### src/rtl/ctr_pkg.sv
package ctr_pkg;
  localparam int CTR_W = 4;

  typedef enum logic [1:0] {
    OP_CLEAR = 2'd0,
    OP_LOAD  = 2'd1,
    OP_COUNT = 2'd2,
    OP_HOLD  = 2'd3
  } ctr_op_e;

  // Priority: clear, then load, then count; otherwise hold.
  function automatic ctr_op_e pick_op(input logic clr_n, input logic ld_n,
                                      input logic en_p, input logic en_t);
    if (!clr_n)            return OP_CLEAR;
    else if (!ld_n)        return OP_LOAD;
    else if (en_p && en_t) return OP_COUNT;
    else                   return OP_HOLD;
  endfunction

  function automatic logic [CTR_W-1:0] step(input logic [CTR_W-1:0] v);
    return v + CTR_W'(1);
  endfunction

  function automatic logic at_top(input logic [CTR_W-1:0] v);
    return &v;
  endfunction
endpackage

### src/rtl/ctr_next.sv
module ctr_next
  import ctr_pkg::*;
#(
  parameter int W = CTR_W
) (
  input  ctr_op_e      op,
  input  logic [W-1:0] cur,
  input  logic [W-1:0] ld_val,
  output logic [W-1:0] nxt
);
  always_comb begin
    unique case (op)
      OP_CLEAR: nxt = '0;
      OP_LOAD:  nxt = ld_val;
      OP_COUNT: nxt = step(cur);
      default:  nxt = cur;
    endcase
  end
endmodule

### src/rtl/ctr_state_reg.sv
module ctr_state_reg #(
  parameter int W           = 4,
  parameter bit ASYNC_CLEAR = 1'b1
) (
  input  logic         clk,
  input  logic         clear_n,
  input  logic [W-1:0] nxt,
  output logic [W-1:0] q
);
  generate
    if (ASYNC_CLEAR) begin : g_async
      always_ff @(posedge clk or negedge clear_n) begin
        if (!clear_n) q <= '0;
        else          q <= nxt;
      end
    end else begin : g_sync
      // nxt is already zero when clear_n is low
      always_ff @(posedge clk) begin
        q <= nxt;
      end
    end
  endgenerate
endmodule

### src/rtl/ctr_unit.sv
module ctr_unit
  import ctr_pkg::*;
#(
  parameter int W           = CTR_W,
  parameter bit ASYNC_CLEAR = 1'b1
) (
  input  logic         clk,
  input  logic         clear_n,
  input  logic         load_n,
  input  logic         enable_p,
  input  logic         enable_t,
  input  logic [W-1:0] din,
  output logic [W-1:0] q,
  output logic         tc
);
  ctr_op_e      op;
  logic [W-1:0] nxt;

  always_comb op = pick_op(clear_n, load_n, enable_p, enable_t);

  ctr_next #(.W(W)) u_next (
    .op    (op),
    .cur   (q),
    .ld_val(din),
    .nxt   (nxt)
  );

  ctr_state_reg #(.W(W), .ASYNC_CLEAR(ASYNC_CLEAR)) u_reg (
    .clk    (clk),
    .clear_n(clear_n),
    .nxt    (nxt),
    .q      (q)
  );

  assign tc = enable_t & at_top(q);
endmodule

### src/rtl/ctr_mod_wrap.sv
module ctr_mod_wrap
  import ctr_pkg::*;
#(
  parameter int W           = CTR_W,
  parameter bit ASYNC_CLEAR = 1'b1,
  parameter int START       = 6
) (
  input  logic         clk,
  input  logic         clear_n,
  input  logic         enable_p,
  input  logic         enable_t,
  output logic [W-1:0] q,
  output logic         tc
);
  localparam logic [W-1:0] START_V = W'(START);

  logic reload_n;
  assign reload_n = ~tc;

  ctr_unit #(.W(W), .ASYNC_CLEAR(ASYNC_CLEAR)) u_cnt (
    .clk     (clk),
    .clear_n (clear_n),
    .load_n  (reload_n),
    .enable_p(enable_p),
    .enable_t(enable_t),
    .din     (START_V),
    .q       (q),
    .tc      (tc)
  );
endmodule

### src/rtl/presettable_counter.sv
module presettable_counter
  import ctr_pkg::*;
#(
  parameter bit ASYNC_CLEAR = 1'b1,
  parameter int DEC_START   = 6
) (
  input  logic             clk,
  input  logic             clear_n,
  input  logic             load_n,
  input  logic             enable_p,
  input  logic             enable_t,
  input  logic [CTR_W-1:0] din,
  output logic [CTR_W-1:0] count,
  output logic             carry,
  output logic [CTR_W-1:0] dec_count,
  output logic             dec_carry
);
  // Event: a counting edge is pending while the main counter sits at its top
  logic main_wrap_evt;
  assign main_wrap_evt = carry & enable_p & clear_n & load_n;

  ctr_unit #(.W(CTR_W), .ASYNC_CLEAR(ASYNC_CLEAR)) u_main (
    .clk     (clk),
    .clear_n (clear_n),
    .load_n  (load_n),
    .enable_p(enable_p),
    .enable_t(enable_t),
    .din     (din),
    .q       (count),
    .tc      (carry)
  );

  ctr_mod_wrap #(.W(CTR_W), .ASYNC_CLEAR(ASYNC_CLEAR), .START(DEC_START)) u_dec (
    .clk     (clk),
    .clear_n (clear_n),
    .enable_p(enable_p),
    .enable_t(enable_t),
    .q       (dec_count),
    .tc      (dec_carry)
  );
endmodule

### config.mk
export PLATFORM = sky130hd
export DESIGN_NAME = presettable_counter
export DESIGN_NICKNAME = d
export VERILOG_FILES = /design/src/rtl/ctr_pkg.sv /design/src/rtl/ctr_next.sv /design/src/rtl/ctr_state_reg.sv /design/src/rtl/ctr_unit.sv /design/src/rtl/ctr_mod_wrap.sv /design/src/rtl/presettable_counter.sv
export SDC_FILE = /design/constraint.sdc
export NUM_CORES = 1
export LEC_CHECK = 0
export ABC_AREA = 0
export ABC_CLOCK_PERIOD_IN_PS = 1800
export BUFFER_PORTS_ARGS = -buffer_cell sky130_fd_sc_hd__buf_2
export CAP_MARGIN = 20
export CORE_ASPECT_RATIO = 1.1
export CORE_MARGIN = 2
export CORE_UTILIZATION = 38
export CTS_BUF_LIST = sky130_fd_sc_hd__clkbuf_16
export DETAILED_ROUTE_END_ITERATION = 8
export PLACE_DENSITY = 0.72
export SLEW_MARGIN = 15
export SYNTH_ARGS = -nofsm -noshare
export SYNTH_HDL_FRONTEND = slang
export SYNTH_HIERARCHICAL = 1
export SYNTH_SLANG_ARGS = --single-unit
### constraint.sdc
create_clock -name clk -period 1.8 [get_ports clk]
set_input_delay 0.27 -clock clk [delete_from_list [all_inputs] [get_ports clk]]
set_output_delay 0.27 -clock clk [all_outputs]
set_load 0.05 [all_outputs]
==> flow_metrics.env, run 1 <==
export IMPL_drv_cap=0
export IMPL_die_h_um=45.30
export IMPL_place_area_um2=710.7
export IMPL_grt_pass1_vias=482
export IMPL_cts_path_max_buffers=2
export IMPL_h_tree_depth=1
export IMPL_nFillCells=131
export IMPL_synthAdderAreaFrac_pct=4.246
export IMPL_cellLeakagePower_nw=0.4080
export IMPL_critPathMaxStageDelay_ns=0.52
export IMPL_synth_compound_gate_area_share_pct=13.59
export IMPL_cp_required_ns=1.92
export IMPL_synthDistinctLibCells=19
export IMPL_setup_viol=0
export IMPL_nNetsFinal=101
export IMPL_syn_area_per_cell_um2=9.661
export IMPL_status="complete, no violations"
export IMPL_maxSlewViolCount=0
export IMPL_use_met1_pct=19.80
export IMPL_skew_ns=0.0003045
export IMPL_clkTransAtPathRegs_ns=0.04
export IMPL_globalRoute_totalOverflow=0
export IMPL_grt_pass1_wl_um=2166
export IMPL_grt_setup_unrepaired="no"
export IMPL_yosysTopAreaCellShare_pct=33.97
export IMPL_end_kind="register"
export IMPL_synth_flop_cell="dfrtp_1"
export IMPL_crit_type="input port to register"
export IMPL_hold_class="input port to register"
export IMPL_muxShareOfSynthArea_pct=16.14
export IMPL_ir_worst_vdd_mv=0.5924
export IMPL_synthCells=61
export IMPL_cts_tree="done"
export IMPL_hold_violations=0
export IMPL_synth_edf_count=0
export IMPL_slowest_stage="dlygate4sd3_1"
export IMPL_cp_max_fo=8
export IMPL_antenna_found_initial=0
export IMPL_gr_max_usage_layer="met2"
export IMPL_core_area_um2=1401
export IMPL_drt_first_pass_iters=2
export IMPL_yosys_area_top_type="dfrtp_1"
export IMPL_p_per_area_nw_per_um2=1055
export IMPL_ctsRootBufferMaster="clkbuf_16"
export IMPL_synth_simple_area_share_pct=18.26
export IMPL_final_cell_area_um2=830.8
export IMPL_gp_congestion=0.7260
export IMPL_netlist_area_um2=589.3
export IMPL_routedWlPerCell_um=12.32
export IMPL_finalCritPeriodShare_pct=95.38
export IMPL_clk_latency_ns=0.23
export IMPL_drtIter0Drc=6
export IMPL_arrival_ns=1.84
export IMPL_grt_use_met3_pct=2.400
export IMPL_min_period_ns=1.717
export IMPL_crit_path_start_kind="input port"
export IMPL_wl_um=1294
export IMPL_cts_buffers=3
export IMPL_track_usage_pct=15.44
export IMPL_dieArea_um2=1882
export IMPL_ys_seq_area_share_pct=33.97
export IMPL_drive_gt1_share_pct=47.19
export IMPL_num_rows=14
export IMPL_yosysMostFrequentCell="dfrtp_1"
export IMPL_cts_sinks=8
export IMPL_diodes=0
export IMPL_met2_usage_pct=24.69
export IMPL_drtAntennaViolNets=0
export IMPL_synth_seq_cells=8
export IMPL_die_width_um=41.55
export IMPL_pin_count=19
export IMPL_async_flop_share_pct=100.0
export IMPL_area_delta_synth_final_pct=40.98
export IMPL_num_vias=497
export IMPL_start_util_pct=42.05
export IMPL_numPortBuffers=18
export IMPL_clock_fmax_mhz=582.4
export IMPL_synth_top_family_by_area="simple AND/OR/NAND/NOR gates"
export IMPL_hpwl_um=922.6
export IMPL_synth_area_leaders="dfrtp_1 34%, a22o_1 8.9%, buf_6 7.6%"
export IMPL_path_common_cell="buf_4"
export IMPL_via_per_inst=4.733
export IMPL_netlist_top_cells_count="8 x dfrtp_1, 6 x a22o_1, 6 x nand2_1, 6 x nand3_1"
export IMPL_drc=0
export IMPL_grt_max_degree=9
export IMPL_power_w=0.0008769
export IMPL_yosys_warnings=6
export IMPL_crit_chain="dlygate4sd3_1, buf_4, buf_4, and2_4, mux2_1, a22o_1"
export IMPL_synth_xor_area_share_pct=2.972
==> kinds of logic after synthesis <==
logic type	count (synthesis)
compound gates	10
xor+xnor	2
fa+ha+maj	2
buf+inv	7
flops	8
mux	8
other cells	2
simple gates	22
==> what timing repair did <==
item	4_1_cts	5_1_grt
endpoints found under the setup margin	0	3
hold endpoints to repair	3	0
resized for setup	0	3
setup buffers	0	3
hold buffers	1	0
==> through the flow <==
stage / std cells / worst slack [ns] / utilization, % / hold slack [ns] / setup TNS [ns]
finish: 105 / 0.08308 / 59.29 / 0.2616 / 0
CTS: 102 / 0.05356 / 57.05 / 0.2596 / 0
global placement: 97 / 0.2363 / 50.71 / 0.09442 / 0
detailed placement: 97 / 0.1886 / 50.71 / 0.09491 / 0
floorplan: 63 / -0.1589 / - / -0.02559 / -0.2183
global route: 105 / 0.008268 / 59.29 / 0.2725 / 0
==> cell type report <==
cell class	instances	area (µm²)	share of cell area [%]
repair buffers	26	155.1	18.67
clock inverters	1	3.754	0.4518
flip-flops and latches	8	205.2	24.70
clock buffers	3	75.07	9.036
well taps	16	20.02	2.410
multi-input cells	48	360.3	43.37
inverters	3	11.26	1.355
==> registers in the layout, summed over array words and instances (netlist names) <==
register             flops
u_dec/u_cnt/u_reg/q      4
u_main/u_reg/q           4
==> worst paths after layout <==
kind	from	endpoint	slack [ns]	cells after the start
max in group asynchronous	clear_n	u_dec/u_cnt/u_reg/q[0]	1.13	3
min	din[0]	u_main/u_reg/q[0]	0.26	2
max	clear_n	u_dec/u_cnt/u_reg/q[2]	0.08	6
min in group asynchronous	clear_n	u_main/u_reg/q[1]	0.39	2
max reg2reg	u_dec/u_cnt/u_reg/q[1]	u_dec/u_cnt/u_reg/q[1]	0.27	6
min reg2reg	u_dec/u_cnt/u_reg/q[3]	u_dec/u_cnt/u_reg/q[3]	0.60	2
==> worst max-delay path, delay by kind of cell <==
kind / cells / cell delay (ns)
AND/OR/NAND/NOR: 1 / 0.20
buffers and inverters: 3 / 0.84
multiplexers: 1 / 0.35
AO/OA/AOI/OAI: 1 / 0.18
==> layer usage <==
layer / up-vias / part of all wire, %
met3: 4 / 1.5
met2: 9 / 46
met1: 223 / 49
met5: - / 0
li1: 261 / -
met4: 0 / 2.8
==> placed cells by master (no fill, tap or decap) <==
cell           netlist  final
inv_2                0      1
dfrtp_1              8      4
nand3_1              6      5
buf_4                0      8
ha_1                 2      2
o211ai_1             2      2
nor2_1               4      3
mux2_2               2      2
dlygate4sd3_1        0      1
buf_2                0     17
mux2_4               2      2
a31oi_1              2      1
clkbuf_16            0      3
and2_4               0      1
nor2b_1              2      2
nand3_2              0      1
dfrtp_2              0      4
xnor2_1              2      2
a31oi_2              0      1
and2_2               2      1
mux2_1               2      2
conb_1               2      4
mux2i_1              2      2
inv_1                3      3
a22o_1               6      6
nor2_4               0      1
nand2b_1             2      2
nand2_1              6      6
==> where the power goes <==
part,internal (W),switching (W),leakage [nW]
registers,0.000207,0.0000343,0.0974
logic,0.000100,0.000151,0.268
clock network,0.000290,0.0000941,0.0423
total,0.000597,0.000279,0.408
Power figures use the tool's default switching activity.
==> run 2, diff against run 1 <==
- CELL_PAD_IN_SITES_DETAIL_PLACEMENT: unset -> 1
- CELL_PAD_IN_SITES_GLOBAL_PLACEMENT: unset -> 1
- CORE_UTILIZATION: 38 -> 35
- PLACE_DENSITY: 0.72 -> 0.84
==> flow_metrics.env, run 2 (synthesized netlist as in run 1, its figures left out) <==
export IMPL_status="complete, no violations"
export IMPL_drv_cap=0
export IMPL_holdWs_ns=0.0004619
export IMPL_numPortBuffers=18
export IMPL_arrival_ns=1.69
export IMPL_setup_viol=0
export IMPL_cp_max_fo=5
export IMPL_cts_sinks=8
export IMPL_via_per_inst=5.300
export IMPL_track_usage_pct=17.06
export IMPL_globalRoute_totalOverflow=0
export IMPL_grt_pass1_wl_um=2463
export IMPL_num_vias=530
export IMPL_pin_count=19
export IMPL_cts_buffers=3
export IMPL_h_tree_depth=1
export IMPL_drc=0
export IMPL_clkTransAtPathRegs_ns=0.04
export IMPL_min_period_ns=1.570
export IMPL_core_area_um2=1577
export IMPL_p_per_area_nw_per_um2=1098
export IMPL_final_cell_area_um2=779.5
export IMPL_drt_first_pass_iters=4
export IMPL_grt_setup_unrepaired="no"
export IMPL_die_h_um=47.04
export IMPL_maxSlewViolCount=0
export IMPL_wl_um=1454
export IMPL_r2r_slack_ns=0.23
export IMPL_cp_required_ns=1.92
export IMPL_num_rows=15
export IMPL_antenna_found_initial=0
export IMPL_cellLeakagePower_nw=0.3776
export IMPL_drtIter0Drc=5
export IMPL_diodes=0
export IMPL_ir_worst_vdd_mv=0.5134
export IMPL_final_cell_mix="18 x buf_2, 6 x nand2_1, 6 x a22o_1"
export IMPL_ctsHoldBuffers=0
export IMPL_clk_latency_ns=0.23
export IMPL_cts_resized_gates=0
export IMPL_cts_tree="done"
export IMPL_crit_path_start_kind="register"
export IMPL_hold_class="input port to async pin"
export IMPL_skew_ns=0.0008942
export IMPL_drive_gt1_share_pct=44.58
export IMPL_place_area_um2=704.4
export IMPL_crit_type="register to register"
export IMPL_die_width_um=43.13
export IMPL_clock_fmax_mhz=636.8
export IMPL_ctsRootBufferMaster="clkbuf_16"
export IMPL_end_kind="register"
export IMPL_start_util_pct=37.38
export IMPL_nNetsFinal=96
export IMPL_hpwl_um=1121
export IMPL_dieArea_um2=2028
export IMPL_hold_violations=0
export IMPL_cts_path_max_buffers=2
export IMPL_cts_setup_buffers=0
export IMPL_reg_top3="u_dec/u_cnt/u_reg/q (4), u_main/u_reg/q (4)"
export IMPL_gp_congestion=0.7147
export IMPL_finalCritPeriodShare_pct=87.24
export IMPL_layout_commonest_cell="buf_2"
export IMPL_drtAntennaViolNets=0
export IMPL_grt_max_degree=10
export IMPL_routedWlPerCell_um=14.54
export IMPL_grt_pass1_vias=569
export IMPL_area_delta_synth_final_pct=32.27
export IMPL_nFillCells=196
run 2: cell types whose count changed in the layout (fill, tap and decap cells not counted):
cell,before,now
a31oi_1,1,2
a31oi_2,1,0
buf_2,17,18
buf_4,8,3
dlygate4sd3_1,1,0
inv_1,3,2
run 2: final timing paths:
check / start / endpoint / cells past startpoint
max in group asynchronous: clear_n / u_dec/u_cnt/u_reg/q[0] / 2
min: clear_n / u_main/u_reg/q[3] / 2
min reg2reg: u_dec/u_cnt/u_reg/q[3] / u_dec/u_cnt/u_reg/q[3] / 2
max reg2reg: u_dec/u_cnt/u_reg/q[1] / u_dec/u_cnt/u_reg/q[1] / 6
min in group clk: din[1] / u_main/u_reg/q[1] / 2
max: u_dec/u_cnt/u_reg/q[1] / u_dec/u_cnt/u_reg/q[1] / 6
run 2: routing by layer:
layer  track usage (%)  vias to the layer above  part of all wire, %
met5                 0                        -                    0
met4             10.91                        0                  2.1
met3             3.462                        4                  5.9
met2             28.96                       18                   50
met1             20.00                      256                   42
li1                  -                      252                    -
run 2: critical path: stages (launching register included):
cell     delay, ns
dfrtp_2       0.40
nand3_2       0.10
nor2_4        0.12
inv_2         0.04
a31oi_1       0.25
mux2_4        0.34
a22o_1        0.20
run 2: power breakdown:
part,switching (W),total [W],internal (W)
logic,0.000150,0.000241,0.0000913
registers,0.0000345,0.000242,0.000207
clock network,0.0000866,0.000373,0.000286
run 2: stage by stage:
step	total power [W]	instances	util (%)	setup TNS (ns)	worst slack, ns
3_5_place_dp	0.0004855	97	44.68	0	0.2238
5_1_grt	0.0008929	100	49.44	0	0.1245
3_3_place_gp	0.0004792	97	44.68	0	0.2804
4_1_cts	0.0008667	100	49.44	0	0.2141
6_report	0.0008558	100	49.44	0	0.2297
2_1_floorplan	0.0004276	63	-	-0.2183	-0.1589
run 2: cell type report:
cell class | count | area (µm²) | area share (%)
sequential | 8 | 205.2 | 26.32
clock buffer | 3 | 75.07 | 9.631
multi-input combinational | 48 | 354.1 | 45.43
timing repair buffer | 21 | 112.6 | 14.45
inverter | 3 | 11.26 | 1.445
tap | 17 | 21.27 | 2.729
